==> src/rtl/event_timer8_pkg.sv <==
package event_timer8_pkg;

    localparam int OPT_W = 8;

    // Option register layout, most significant bit first
    typedef struct packed {
        logic       pu_dis;    // 1: pull-ups off
        logic       irq_rise;  // 1: interrupt on rising edge
        logic       src_ext;   // 1: count pin edges
        logic       src_fall;  // 1: count falling pin edges
        logic       psc_wdt;   // 1: prescaler serves the watchdog
        logic [2:0] rate;      // prescaler rate code
    } opt_t;

    localparam opt_t OPT_RESET = '1;

endpackage

==> src/rtl/pin_edge_sync.sv <==
module pin_edge_sync #(
    parameter int STAGES = 2
) (
    input  logic clk,
    input  logic rst_n,
    input  logic pin,
    input  logic fall_sel,
    output logic evt
);
    localparam int CHAIN_W = STAGES + 1;

    typedef struct packed {
        logic [CHAIN_W-1:0] chain;
    } sync_state_t;

    sync_state_t st_d, st_q;
    logic synced, prev;

    always_comb begin
        st_d       = st_q;
        st_d.chain = {st_q.chain[CHAIN_W-2:0], pin};
        synced     = st_q.chain[STAGES-1];
        prev       = st_q.chain[STAGES];
        evt        = fall_sel ? (prev & ~synced) : (synced & ~prev);
    end

    always_ff @(posedge clk or negedge rst_n) begin
        if (!rst_n) st_q <= '0;
        else        st_q <= st_d;
    end
endmodule

==> src/rtl/shared_prescaler.sv <==
module shared_prescaler #(
    parameter int PSC_W = 8,
    parameter int SEL_W = $clog2(PSC_W)
) (
    input  logic             clk,
    input  logic             rst_n,
    input  logic             clr,
    input  logic             evt,
    input  logic             to_wdt,
    input  logic [SEL_W-1:0] rate,
    output logic             pulse
);
    typedef struct packed {
        logic [PSC_W-1:0] cnt;
    } psc_state_t;

    psc_state_t st_d, st_q;
    logic [SEL_W:0]   shamt;
    logic [PSC_W:0]   mask_w;
    logic [PSC_W-1:0] mask;

    always_comb begin
        // timer use divides by 2^(n+1), watchdog use by 2^n
        shamt  = to_wdt ? {1'b0, rate} : ({1'b0, rate} + 1'b1);
        mask_w = ((PSC_W+1)'(1) << shamt) - (PSC_W+1)'(1);
        mask   = mask_w[PSC_W-1:0];
        pulse  = evt && ((st_q.cnt & mask) == mask);

        st_d = st_q;
        if (clr)      st_d.cnt = '0;
        else if (evt) st_d.cnt = st_q.cnt + 1'b1;
    end

    always_ff @(posedge clk or negedge rst_n) begin
        if (!rst_n) st_q <= '0;
        else        st_q <= st_d;
    end
endmodule

==> src/rtl/count_core.sv <==
module count_core #(
    parameter int CNT_W = 8
) (
    input  logic             clk,
    input  logic             rst_n,
    input  logic             load,
    input  logic [CNT_W-1:0] load_val,
    input  logic             inc,
    input  logic             flag_clr,
    output logic [CNT_W-1:0] cnt,
    output logic             wrap,
    output logic             flag
);
    localparam logic [CNT_W-1:0] CNT_MAX = '1;

    typedef struct packed {
        logic [CNT_W-1:0] cnt;
        logic             wrap;
        logic             flag;
    } core_state_t;

    core_state_t st_d, st_q;
    logic hit;

    always_comb begin
        hit  = inc && !load && (st_q.cnt == CNT_MAX);
        st_d = st_q;
        if (load)     st_d.cnt = load_val;
        else if (inc) st_d.cnt = st_q.cnt + 1'b1;
        st_d.wrap = hit;
        if (hit)           st_d.flag = 1'b1;
        else if (flag_clr) st_d.flag = 1'b0;
    end

    always_ff @(posedge clk or negedge rst_n) begin
        if (!rst_n) st_q <= '0;
        else        st_q <= st_d;
    end

    assign cnt  = st_q.cnt;
    assign wrap = st_q.wrap;
    assign flag = st_q.flag;
endmodule

==> src/rtl/event_timer8.sv <==
module event_timer8
    import event_timer8_pkg::*;
#(
    parameter int CNT_W       = 8,
    parameter int PSC_W       = 8,
    parameter int SYNC_STAGES = 2
) (
    input  logic             clk,
    input  logic             rst_n,
    input  logic             opt_wr,
    input  logic [OPT_W-1:0] opt_wdata,
    input  logic             cnt_wr,
    input  logic [CNT_W-1:0] cnt_wdata,
    input  logic             icyc_tick,
    input  logic             ext_pin,
    input  logic             wdt_tick,
    input  logic             ovf_clr,
    output logic [OPT_W-1:0] opt_q,
    output logic [CNT_W-1:0] cnt_q,
    output logic             ovf_pulse,
    output logic             ovf_flag,
    output logic             wdt_event,
    output logic             pullup_dis,
    output logic             int_rise
);
    localparam int SEL_W = $clog2(PSC_W);

    typedef struct packed {
        opt_t opt;
        logic wdt_evt;
    } top_state_t;

    top_state_t st_d, st_q;
    logic ext_evt, src_evt, psc_in, psc_out, cnt_inc;

    pin_edge_sync #(.STAGES(SYNC_STAGES)) u_sync (
        .clk      (clk),
        .rst_n    (rst_n),
        .pin      (ext_pin),
        .fall_sel (st_q.opt.src_fall),
        .evt      (ext_evt)
    );

    shared_prescaler #(.PSC_W(PSC_W), .SEL_W(SEL_W)) u_psc (
        .clk    (clk),
        .rst_n  (rst_n),
        .clr    (cnt_wr),
        .evt    (psc_in),
        .to_wdt (st_q.opt.psc_wdt),
        .rate   (st_q.opt.rate[SEL_W-1:0]),
        .pulse  (psc_out)
    );

    count_core #(.CNT_W(CNT_W)) u_core (
        .clk      (clk),
        .rst_n    (rst_n),
        .load     (cnt_wr),
        .load_val (cnt_wdata),
        .inc      (cnt_inc),
        .flag_clr (ovf_clr),
        .cnt      (cnt_q),
        .wrap     (ovf_pulse),
        .flag     (ovf_flag)
    );

    always_comb begin
        src_evt = st_q.opt.src_ext ? ext_evt : icyc_tick;
        psc_in  = st_q.opt.psc_wdt ? wdt_tick : src_evt;
        cnt_inc = st_q.opt.psc_wdt ? src_evt : psc_out;

        st_d         = st_q;
        st_d.wdt_evt = st_q.opt.psc_wdt ? psc_out : wdt_tick;
        if (opt_wr) st_d.opt = opt_t'(opt_wdata);
    end

    always_ff @(posedge clk or negedge rst_n) begin
        if (!rst_n) begin
            st_q.opt     <= OPT_RESET;
            st_q.wdt_evt <= 1'b0;
        end else begin
            st_q <= st_d;
        end
    end

    assign opt_q      = st_q.opt;
    assign wdt_event  = st_q.wdt_evt;
    assign pullup_dis = st_q.opt.pu_dis;
    assign int_rise   = st_q.opt.irq_rise;
endmodule

==> config.mk <==
export PLATFORM = sky130hd
export DESIGN_NAME = event_timer8
export DESIGN_NICKNAME = d
export VERILOG_FILES = /design/src/rtl/event_timer8_pkg.sv /design/src/rtl/pin_edge_sync.sv /design/src/rtl/shared_prescaler.sv /design/src/rtl/count_core.sv /design/src/rtl/event_timer8.sv
export SDC_FILE = /design/constraint.sdc
export NUM_CORES = 1
export LEC_CHECK = 0
export BUFFER_PORTS_ARGS = -buffer_cell sky130_fd_sc_hd__buf_4
export CORE_MARGIN = 4
export CORE_UTILIZATION = 30
export DETAILED_ROUTE_END_ITERATION = 8
export SLEW_MARGIN = 20
export SYNTH_ARGS = -nofsm -noshare
export SYNTH_HDL_FRONTEND = slang
export SYNTH_SLANG_ARGS = --single-unit
==> constraint.sdc <==
create_clock -name clk -period 8.3 [get_ports clk]
set_input_delay 1.245 -clock clk [delete_from_list [all_inputs] [get_ports clk]]
set_output_delay 1.245 -clock clk [all_outputs]
set_load 0.01 [all_outputs]
==> impl_metrics.ini, run 1 <==
[power]
pwr-share-comb_pct = 26.7
power_density_nw_per_um2 = 172
p_leak_nw = 1.06
seqPwrFrac_pct = 43.7
vdd_drop_max_mv = 0.0784
switching_power_uw = 127
internal_power_uw = 282
pwr-share-clk_pct = 29.6
switching_share_pct = 30.9

[clock_network]
cts_root_buf = clkbuf_8
numCtsBuffers = 5
htreeDepth = 2
clkSinkCount = 30
cts-hold-fix-buffers = 0
clk_pin_slew_ps = 70
cts_post_setup_buffers_inserted = 0
cts_resized = 0
worstSkewPairLatency_ps = 280
cts_tree = yes
clock_path_buffers = 2

[grt]
grt_pass1_wl_um = 7510
grt_pass1_vias = 1595
grt-ovfl-total = 0
antenna_found_initial = 0
grt_max_degree = 31
grtUsageTotal_pct = 12.1

[logic_synthesis]
seq_area_frac_synth_pct = 38.6
synth_area_leader_cell = dfrtp_1
yosysUniqueCellTypes = 59
synth_top_family_by_area = simple AND/OR/NAND/NOR gates
synth_top_area_share_pct = 27.9
async_flop_share_pct = 100
synth_ff_type = dfrtp_1
synth-seq-cells = 30
synth-xor-area-share_pct = 3.56
yosys_warnings = 0
synth_area_leaders = dfrtp_1 28%, dfstp_2 11%, mux2_2 4.6%
syn_avg_cell_area_um2 = 9.71
synth_edf_count = 0
synth.net_count = 231
syn_inst = 203
synthSimpleGateAreaFrac_pct = 27.1
synthMuxAreaShare_pct = 6.41
synth_fa_ha_area_share_pct = 2.54
synth_compound_area_share_pct = 14.3
syn-cell-area_um2 = 1970

[floorplanning]
die_y_um = 89.1
core_um2 = 6350
start_util_pct = 31.0
num_rows = 29
fp.dieArea_um2 = 7930
boundaryPins = 45
die_w_um = 89.1

[routing]
drc = 0
vias = 1658
first_iter_violations = 86
wl_per_cell_um = 14.0
ant_nets = 0
drt-vias-per-instance = 5.23
drtPass1Iterations = 4
wl_um = 4430

[setup_path]
crit_path_end_kind = flop
critPathArrivalTime_ps = 3910
path_class = reg2reg
crit_required_ps = 8460
r2r-start = opt_q[0]$_DFFE_PN1P_
crit_fanout = 16
crit_start = opt_q[0]$_DFFE_PN1P_
startpoint_type = flop

[timing]
period_needed_ps = 3740
skew_ps = 6.23
report.final.hold_viol_count = 0
finalCritPeriodShare_pct = 45.1
grt_setup_unrepaired = false
slew_headroom_pct = 67.3
setup_violations = 0
worst_slew_pin_slew_ps = 485
slew_viol_final = 0
fmax_mhz = 267
setup_tns_ps = 0

[flow_run]
cap_violations = 0

[min_path]
hold_class = reg2reg
min_from = u_sync.st_q[0]$_DFF_PN0_

[finish]
layout-drive-gt1-share_pct = 34.2
instances_no_fill = 317
fin_nets = 267
antenna_cells = 0
area_growth_pct = 20.6
design_area_um2 = 2380

[placement]
dp_hpwl_um = 3320
gp_congestion = 0.837
dp.cells = 309
placed_area_um2 = 2280
port_buffers = 44

[run_status]
status = completed
==> worst paths after layout <==
| check | endpoint | slack [ps] | cells after the start |
|---|---|---|---|
| max | u_core.cnt[1]$_DFFE_PN0P_ | 4560 | 12 |
| min | u_sync.st_q[1]$_DFF_PN0_ | 360 | 0 |
| max reg2reg | u_core.cnt[1]$_DFFE_PN0P_ | 4560 | 12 |
| min reg2reg | u_sync.st_q[1]$_DFF_PN0_ | 360 | 0 |
| max in group asynchronous | opt_q[3]$_DFFE_PN1P_ | 7080 | 1 |
| min in group asynchronous | u_core.cnt[5]$_DFFE_PN0P_ | 890 | 1 |
==> stage by stage <==
| stage | setup WS (ps) | total power, mW | hold slack (ps) | util, % |
|---|---|---|---|---|
| CTS | 4600 | 0.415 | 371 | 37.4 |
| floorplan | 5180 | 0.257 | 331 | - |
| finish | 4560 | 0.409 | 362 | 37.4 |
| detailed placement | 4610 | 0.291 | 358 | 36.0 |
| global placement | 4650 | 0.291 | 349 | 36.0 |
| global route | 4290 | 0.437 | 385 | 37.4 |
==> cell families after synthesis <==
family	after synthesis
buffers and inverters	24
AO/OA/AOI/OAI	36
adder cells (fa/ha/maj)	4
flip-flops	30
AND/OR/NAND/NOR	90
XOR/XNOR	8
multiplexers	11
==> layout by cell type (no fill, tap or decap), types with 6 or more instances in the layout <==
cell	synthesis	routed
nand2_1	14	14
and3_1	8	8
nor2_1	18	18
mux2_2	8	8
inv_1	8	8
dfstp_2	8	8
nand3_1	13	13
o21ai_0	6	6
dfrtp_1	22	22
buf_4	7	44
clkbuf_8	0	6
==> metal layers <==
metal	GRT usage, %	wire [um]	share of wire (%)	up-vias
met5	0	0	0	-
met4	3.25	51	1.2	0
met3	3.13	292	6.6	7
met2	20.0	2130	48	56
met1	15.8	1960	44	793
li1	-	-	-	802
==> flip-flops by register name (all words and copies together), names as in the netlist <==
register	flops
int_rise	1
opt_q	6
pullup_dis	1
u_core.cnt	8
u_core.flag	1
u_core.wrap	1
u_psc.st_q	8
u_sync.st_q	3
wdt_event	1
==> synthesized netlist by cell type (4+ instances only) <==
cell type,number
nand3_1,13
mux2_2,8
buf_6,4
nor2_1,18
dfstp_2,8
a211o_1,4
inv_1,8
a21oi_1,4
dfrtp_1,22
ha_1,4
xor2_1,4
nand2b_1,4
and3_1,8
o21ai_0,6
xnor2_1,4
nor3_1,4
clkbuf_1,4
nor2b_1,4
nand4_1,5
nand2_1,14
buf_4,7
==> power groups by stage <==
stage | Combinational (mW) | Clock (mW) | Sequential (mW)
6_report | 0.109 | 0.121 | 0.179
5_1_grt | 0.122 | 0.134 | 0.182
4_1_cts | 0.110 | 0.127 | 0.179
3_5_place_dp | 0.109 | 0 | 0.181
3_3_place_gp | 0.110 | 0 | 0.181
2_1_floorplan | 0.0800 | 0 | 0.177
==> critical path: stages, from the launching register on <==
cell and delay [ps]:
dfstp_2 680, ha_1 370, nand2_1 170, a2111oi_0 410, a31oi_1 80, ha_1 270, nand2b_1 130, nor3_1 80
nor4_4 270, nand4b_1 180, o21ai_4 380, mux2_1 350, mux2_2 250
==> final cells by class <==
type	instances	area, um2
clock inverter	1	5.00
timing repair buffer	44	330
fill	651	3970
tap	77	96.3
clock buffer	7	86.3
sequential	30	761
multi-input combinational	149	1060
inverter	9	33.8
(Power assumes the default switching activity.)
==> inputs of run 2 (changes only) <==
--- a/config.mk
+++ b/config.mk
@@ -5,6 +5,7 @@
 export SDC_FILE = /design/constraint.sdc
 export NUM_CORES = 1
 export LEC_CHECK = 0
+export ABC_AREA = 1
 export BUFFER_PORTS_ARGS = -buffer_cell sky130_fd_sc_hd__buf_4
 export CORE_MARGIN = 4
 export CORE_UTILIZATION = 30
==> constraint.sdc (replaced) <==
create_clock -name clk -period 3.9 [get_ports clk]
set_input_delay 0.585 -clock clk [delete_from_list [all_inputs] [get_ports clk]]
set_output_delay 0.585 -clock clk [all_outputs]
set_load 0.01 [all_outputs]
==> run 2 against run 1 <==
Compared with the run above: die area fell by 5.6%; worst hold slack worse by 130 ps; global-route usage down 0.17 points; core utilization grew 1.1 points; combinational power increased by 120%; non-clock buffer count did not move; first-iteration DRC count down 29%; critical endpoint is now u_core.cnt[7]$_DFFE_PN0P_.
==> impl_metrics.ini, run 2 <==
[finish]
area_growth_pct = 24.0
final_cell_mix = 77 x nand2_1, 44 x buf_4, 30 x inv_1
fin_nets = 316
layout-drive-gt1-share_pct = 27.7
num-fill-cells = 652
multi_input_area_um2 = 883
final_common_cell = nand2_1
antenna_cells = 0
utilization_pct = 38.5
seqCellArea_um2 = 761
instances_no_fill = 364

[timing]
setup_violations = 0
setup_tns_ps = 0
worst_slew_pin_slew_ps = 666
skew_ps = 4.44
fin_ws_ps = 1250
slew_viol_final = 0
slew_headroom_pct = 55.6
hold_ws_ps = 237
grt_setup_unrepaired = false
finalCritPeriodShare_pct = 67.9
period_needed_ps = 2650
fmax_mhz = 378
report.final.hold_viol_count = 0

[power]
switching_power_uw = 275
vdd_drop_max_mv = 0.200
internal_power_uw = 595
switching_share_pct = 31.6
seqPwrFrac_pct = 43.8
power_density_nw_per_um2 = 379
pwr-share-comb_pct = 27.1
pwr-share-clk_pct = 29.2
p_leak_nw = 1.18

[logic_synthesis]
synth_compound_area_share_pct = 7.44
synthMuxAreaShare_pct = 1.83
synth_area_leader_cell = dfrtp_1
synth_edf_count = 0
yosys_warnings = 0
synth_top_family_by_area = simple AND/OR/NAND/NOR gates
synth_ff_type = dfrtp_1
synth.most_common_cell = nand2_1
synth_top_area_share_pct = 29.7
synth_area_leaders = dfrtp_1 30%, nand2_1 16%, dfstp_2 11%
syn_avg_cell_area_um2 = 7.49
async_flop_share_pct = 100
yosysUniqueCellTypes = 32
synthSimpleGateAreaFrac_pct = 32.5
synth-seq-cells = 30
yosys-top-cells-count = 77 x nand2_1, 30 x inv_1, 22 x dfrtp_1
syn_inst = 247
synth-xor-area-share_pct = 3.31
synth_fa_ha_area_share_pct = 2.70
syn-cell-area_um2 = 1850
synth.net_count = 275
seq_area_frac_synth_pct = 41.1

[clock_network]
cts_root_buf = clkbuf_8
numCtsBuffers = 5
htreeDepth = 2
clkSinkCount = 30
clk_pin_slew_ps = 60
cts_resized = 0
clock_path_buffers = 2
cts-hold-fix-buffers = 0
cts_tree = yes
cts_post_setup_buffers_inserted = 0
worstSkewPairLatency_ps = 280

[placement]
port_buffers = 44
dp_hpwl_um = 3040
dp.cells = 356
place_ws_ps = 1250
gp_congestion = 0.788

[flow_run]
cap_violations = 0

[setup_path]
reg2reg_depth = 19
startpoint_type = flop
crit_fanout = 9
critPathArrivalTime_ps = 2810
crit_required_ps = 4060
path_class = reg2reg
crit_path_end_kind = flop

[grt]
antenna_found_initial = 0
grt_max_degree = 31
grt-ovfl-total = 0
grtUsageTotal_pct = 11.9
grt_pass1_wl_um = 7180
grt_pass1_vias = 1632

[routing]
wl_per_cell_um = 11.1
first_iter_violations = 61
drtPass1Iterations = 4
drt-vias-per-instance = 4.48
ant_nets = 0
wl_um = 4050
drc = 0
vias = 1632

[floorplanning]
boundaryPins = 45
core_um2 = 5960
die_w_um = 86.5
num_rows = 28
fp.dieArea_um2 = 7490
die_y_um = 86.5
start_util_pct = 31.1

[min_path]
hold_class = in2async

[run_status]
status = completed
## run 2: power by group through the flow
stage | clock, mW | sequential (mW) | combinational (mW)
2_1_floorplan | 0 | 0.388 | 0.149
3_3_place_gp | 0 | 0.386 | 0.237
3_5_place_dp | 0 | 0.387 | 0.238
4_1_cts | 0.266 | 0.382 | 0.239
5_1_grt | 0.283 | 0.387 | 0.270
6_report | 0.254 | 0.381 | 0.236
## run 2: kinds of logic after synthesis
family | after synthesis
adders and majority gates | 4
AOI/OAI and AO/OA | 27
buffers and inverters | 44
xor gates and xnor gates | 7
DFF | 30
muxes | 3
and+or+nand+nor | 132
## run 2: stage by stage
step	instance area, um2	total power, mW
after global placement	2200	0.623
after detailed placement	2200	0.625
after floorplan	1850	0.537
final	2290	0.870
after CTS	2290	0.887
after global routing	2290	0.940
## run 2: layer usage
layer	routed length [um]	vias up	track usage (%)	part of all wire (%)
met2	1980	36	19.3	49
met3	145	4	3.04	3.6
li1	-	851	-	-
met1	1890	741	15.4	47
met5	0	-	0	0
met4	34	0	4.25	0.84
## run 2: cell type report
cell class                 instances  area share, %
multi-input combinational        173           38.5
sequential                        30           33.2
timing repair buffer              44           14.4
inverter                          34           5.89
tap                               75           4.09
clock buffer                       7           3.76
clock inverter                     1          0.218
## run 2: final timing paths
| check | start | end | slack (ps) |
|---|---|---|---|
| setup / recovery | opt_q[1]$_DFFE_PN1P_ | u_core.cnt[7]$_DFFE_PN0P_ | 1250 |
| hold / removal | rst_n | wdt_event$_DFF_PN0_ | 240 |
| setup reg to reg | opt_q[1]$_DFFE_PN1P_ | u_core.cnt[7]$_DFFE_PN0P_ | 1250 |
| hold reg to reg | u_sync.st_q[0]$_DFF_PN0_ | u_sync.st_q[1]$_DFF_PN0_ | 350 |
| max in group asynchronous | rst_n | pullup_dis$_DFFE_PN1P_ | 3340 |
| min in group clk | u_sync.st_q[0]$_DFF_PN0_ | u_sync.st_q[1]$_DFF_PN0_ | 350 |
## run 2: critical path, stage by stage, from the launching register on
cell and delay [ps]:
dfstp_2 570, ha_1 230, inv_1 70, nand2_1 60, nand2_2 70, nand2_1 70, inv_1 90, nand2_2 60
ha_1 280, or2_2 270, nand2_1 70, a21oi_1 40, nand3_1 100, nor2_2 50, nand3_2 70, nand2_2 70
nand2_4 130, nand2_4 90, nand2_1 110, nand2_1 50
==> inputs of run 3 (changes only) <==
--- a/config.mk
+++ b/config.mk
@@ -5,7 +5,7 @@
 export SDC_FILE = /design/constraint.sdc
 export NUM_CORES = 1
 export LEC_CHECK = 0
-export ABC_AREA = 1
+export ABC_AREA = 0
 export BUFFER_PORTS_ARGS = -buffer_cell sky130_fd_sc_hd__buf_4
 export CORE_MARGIN = 4
 export CORE_UTILIZATION = 30
==> constraint.sdc (replaced) <==
create_clock -name clk -period 2.14 [get_ports clk]
set_input_delay 0.321 -clock clk [delete_from_list [all_inputs] [get_ports clk]]
set_output_delay 0.321 -clock clk [all_outputs]
set_load 0.01 [all_outputs]
==> run 3 against run 2 <==
Compared with the run above: the flow now finishes with violations (negative setup slack); non-clock buffer count increased by 43; combinational power increased to 2.7 times the previous value; die area increased by 5.9%; via count increased by 10%; first-iteration DRC count decreased by 1.6%; core utilization increased by 6.5 points; power increased by 120%; routed wire length increased by 26%; register-to-register slack got worse by 2100 ps; largest power group unchanged; sequential share of layout area decreased by 6.5 points; cell area increased by 24%; critical path depth decreased by 7.
==> impl_metrics.ini, run 3 (synthesized netlist as in run 1, its figures left out) <==
[finish]
multi_input_area_um2 = 1180
design_area_um2 = 2860
antenna_cells = 0
final_common_cell = buf_4
layout-drive-gt1-share_pct = 49.5
final_cell_mix = 84 x buf_4, 22 x dfrtp_1, 18 x nor2_1
seqCellArea_um2 = 761
fin_nets = 310
area_growth_pct = 45.0
num-fill-cells = 585

[floorplanning]
fp.dieArea_um2 = 7930
boundaryPins = 45
core_um2 = 6350
die_y_um = 89.1
die_w_um = 89.1
num_rows = 29
start_util_pct = 31.0

[clock_network]
cts_tree = yes
numCtsBuffers = 5
htreeDepth = 2
worstSkewPairLatency_ps = 280
cts_root_buf = clkbuf_8
clk_pin_slew_ps = 70
clkSinkCount = 30
clock_path_buffers = 2

[placement]
port_buffers = 44
dp_hpwl_um = 3560
placed_area_um2 = 2580
place_ws_ps = -891
gp_congestion = 0.836

[grt]
grt-ovfl-total = 0
grtUsageTotal_pct = 14.3
grt_max_degree = 31
grt_pass1_wl_um = 8690
grt_pass1_vias = 1820
antenna_found_initial = 0

[setup_path]
path_class = reg2reg
crit_fanout = 6
cp_slowest_stage_delay_ps = 560
cpMaxStageDelayCell = dfstp_2
r2r-start = opt_q[0]$_DFFE_PN1P_
worst_r2r_endpoint = u_core.cnt[1]$_DFFE_PN0P_
crit_buf_inv = 0
cp_common_cell = ha_4
cp.depth = 12
r2r_setup_slack_ps = -840
reg2reg_depth = 12
critPathArrivalTime_ps = 3140
path_delay_family = simple AND/OR/NAND/NOR gates
crit_path_end_kind = flop
crit_required_ps = 2310
startpoint_type = flop
path_cells = ha_4, nor3b_4, o21ai_2, a21boi_2, ha_4, nand2b_4, nor3_2, nor4_4, nand4b_1, o21ai_4, mux2_4, mux2_2

[power]
total_power_mw = 1.93
power_density_nw_per_um2 = 675
seqPwrFrac_pct = 35.0
pwr-share-clk_pct = 31.4
pwr-share-comb_pct = 33.6
switching_power_uw = 572
switching_share_pct = 29.6
p_leak_nw = 1.31
vdd_drop_max_mv = 0.339
internal_power_mw = 1.36

[timing]
period_needed_ps = 2980
report.final.hold_viol_count = 0
grt_setup_unrepaired = true
finalCritPeriodShare_pct = 139
slew_headroom_pct = 70.0
slew_viol_final = 0
skew_ps = 5.02
setup_tns_ps = -7440
hold_ws_ps = 143
setup_violations = 11
fmax_mhz = 336
fin_ws_ps = -838
worst_slew_pin_slew_ps = 445

[flow_run]
cap_violations = 0

[run_status]
status = finished with violations
violations = negative setup slack

[routing]
vias = 1803
ant_nets = 0
wl_um = 5100
wl_per_cell_um = 14.2
first_iter_violations = 60
drtPass1Iterations = 4
drc = 0
drt-vias-per-instance = 5.01

[min_path]
hold_class = in2reg
whs_path_depth = 1
min_from = ext_pin
worst_hold_path.endpoint = u_sync.st_q[0]$_DFF_PN0_
## run 3: cell types whose count changed in the layout (fill, tap and decap cells not counted), moves of 3 or more
cell,before,now
nand2b_1,0,3
mux2_2,3,8
a211o_1,0,4
nor2b_1,0,4
nand2_2,7,2
o21ai_0,21,5
nand2_1,77,13
inv_1,30,8
and3_1,0,8
buf_4,44,84
nor2_1,11,18
nand3_1,20,13
## run 3: worst max path at each step
stage                              start                   endpoint  slack (ps)
floorplan           opt_q[0]$_DFFE_PN1P_  u_core.cnt[1]$_DFFE_PN0P_        -860
global placement    opt_q[1]$_DFFE_PN1P_  u_core.cnt[1]$_DFFE_PN0P_        -830
detailed placement  opt_q[1]$_DFFE_PN1P_  u_core.cnt[1]$_DFFE_PN0P_        -890
CTS                 opt_q[0]$_DFFE_PN1P_  u_core.cnt[1]$_DFFE_PN0P_        -820
global route        opt_q[1]$_DFFE_PN1P_  u_core.cnt[7]$_DFFE_PN0P_       -1010
finish              opt_q[0]$_DFFE_PN1P_  u_core.cnt[1]$_DFFE_PN0P_        -840
## run 3: routing by layer
metal | track usage (%) | routed length (um) | vias to the layer above | share of wire [%]
li1 | - | - | 888 | -
met1 | 19.3 | 2290 | 845 | 45
met2 | 21.6 | 2380 | 60 | 47
met3 | 3.87 | 297 | 10 | 5.8
met4 | 5.95 | 129 | 0 | 2.5
met5 | 0 | 0 | - | 0
## run 3: stage by stage
step / util [%] / instances
final: 45.0 / 360
after global routing: 45.0 / 360
after CTS: 44.7 / 360
after detailed placement: 40.6 / 339
after global placement: 40.6 / 339
after floorplan: - / 203
## run 3: worst register-to-register path, cell delays in order (launching register included)
cell and delay, ps:
dfstp_2 560, ha_4 220, nor3b_4 230, o21ai_2 90
a21boi_2 180, ha_4 200, nand2b_4 80, nor3_2 50
nor4_4 280, nand4b_1 180, o21ai_4 230, mux2_4 320
mux2_2 250
## run 3: cell type report
class / count / share of cell area, %
multi-input combinational: 149 / 41.2
sequential: 30 / 26.6
timing repair buffer: 87 / 23.5
tap: 77 / 3.37
clock buffer: 7 / 3.02
inverter: 9 / 1.18
clock inverter: 1 / 1.05
## run 3: power by group through the flow
stage | Combinational [mW] | Clock, mW | Sequential (mW)
after floorplan | 0.346 | 0 | 0.687
after global placement | 0.573 | 0 | 0.684
after detailed placement | 0.575 | 0 | 0.682
after CTS | 0.634 | 0.612 | 0.675
after global routing | 0.708 | 0.641 | 0.687
final | 0.648 | 0.605 | 0.675
## run 3: what timing repair did
item	in CTS	in global routing
resized for setup	7	4
endpoints found under the setup margin	11	11
pin swaps	9	1
hold buffers	1	0
buffers inserted	12	0
hold endpoints to repair	22	0
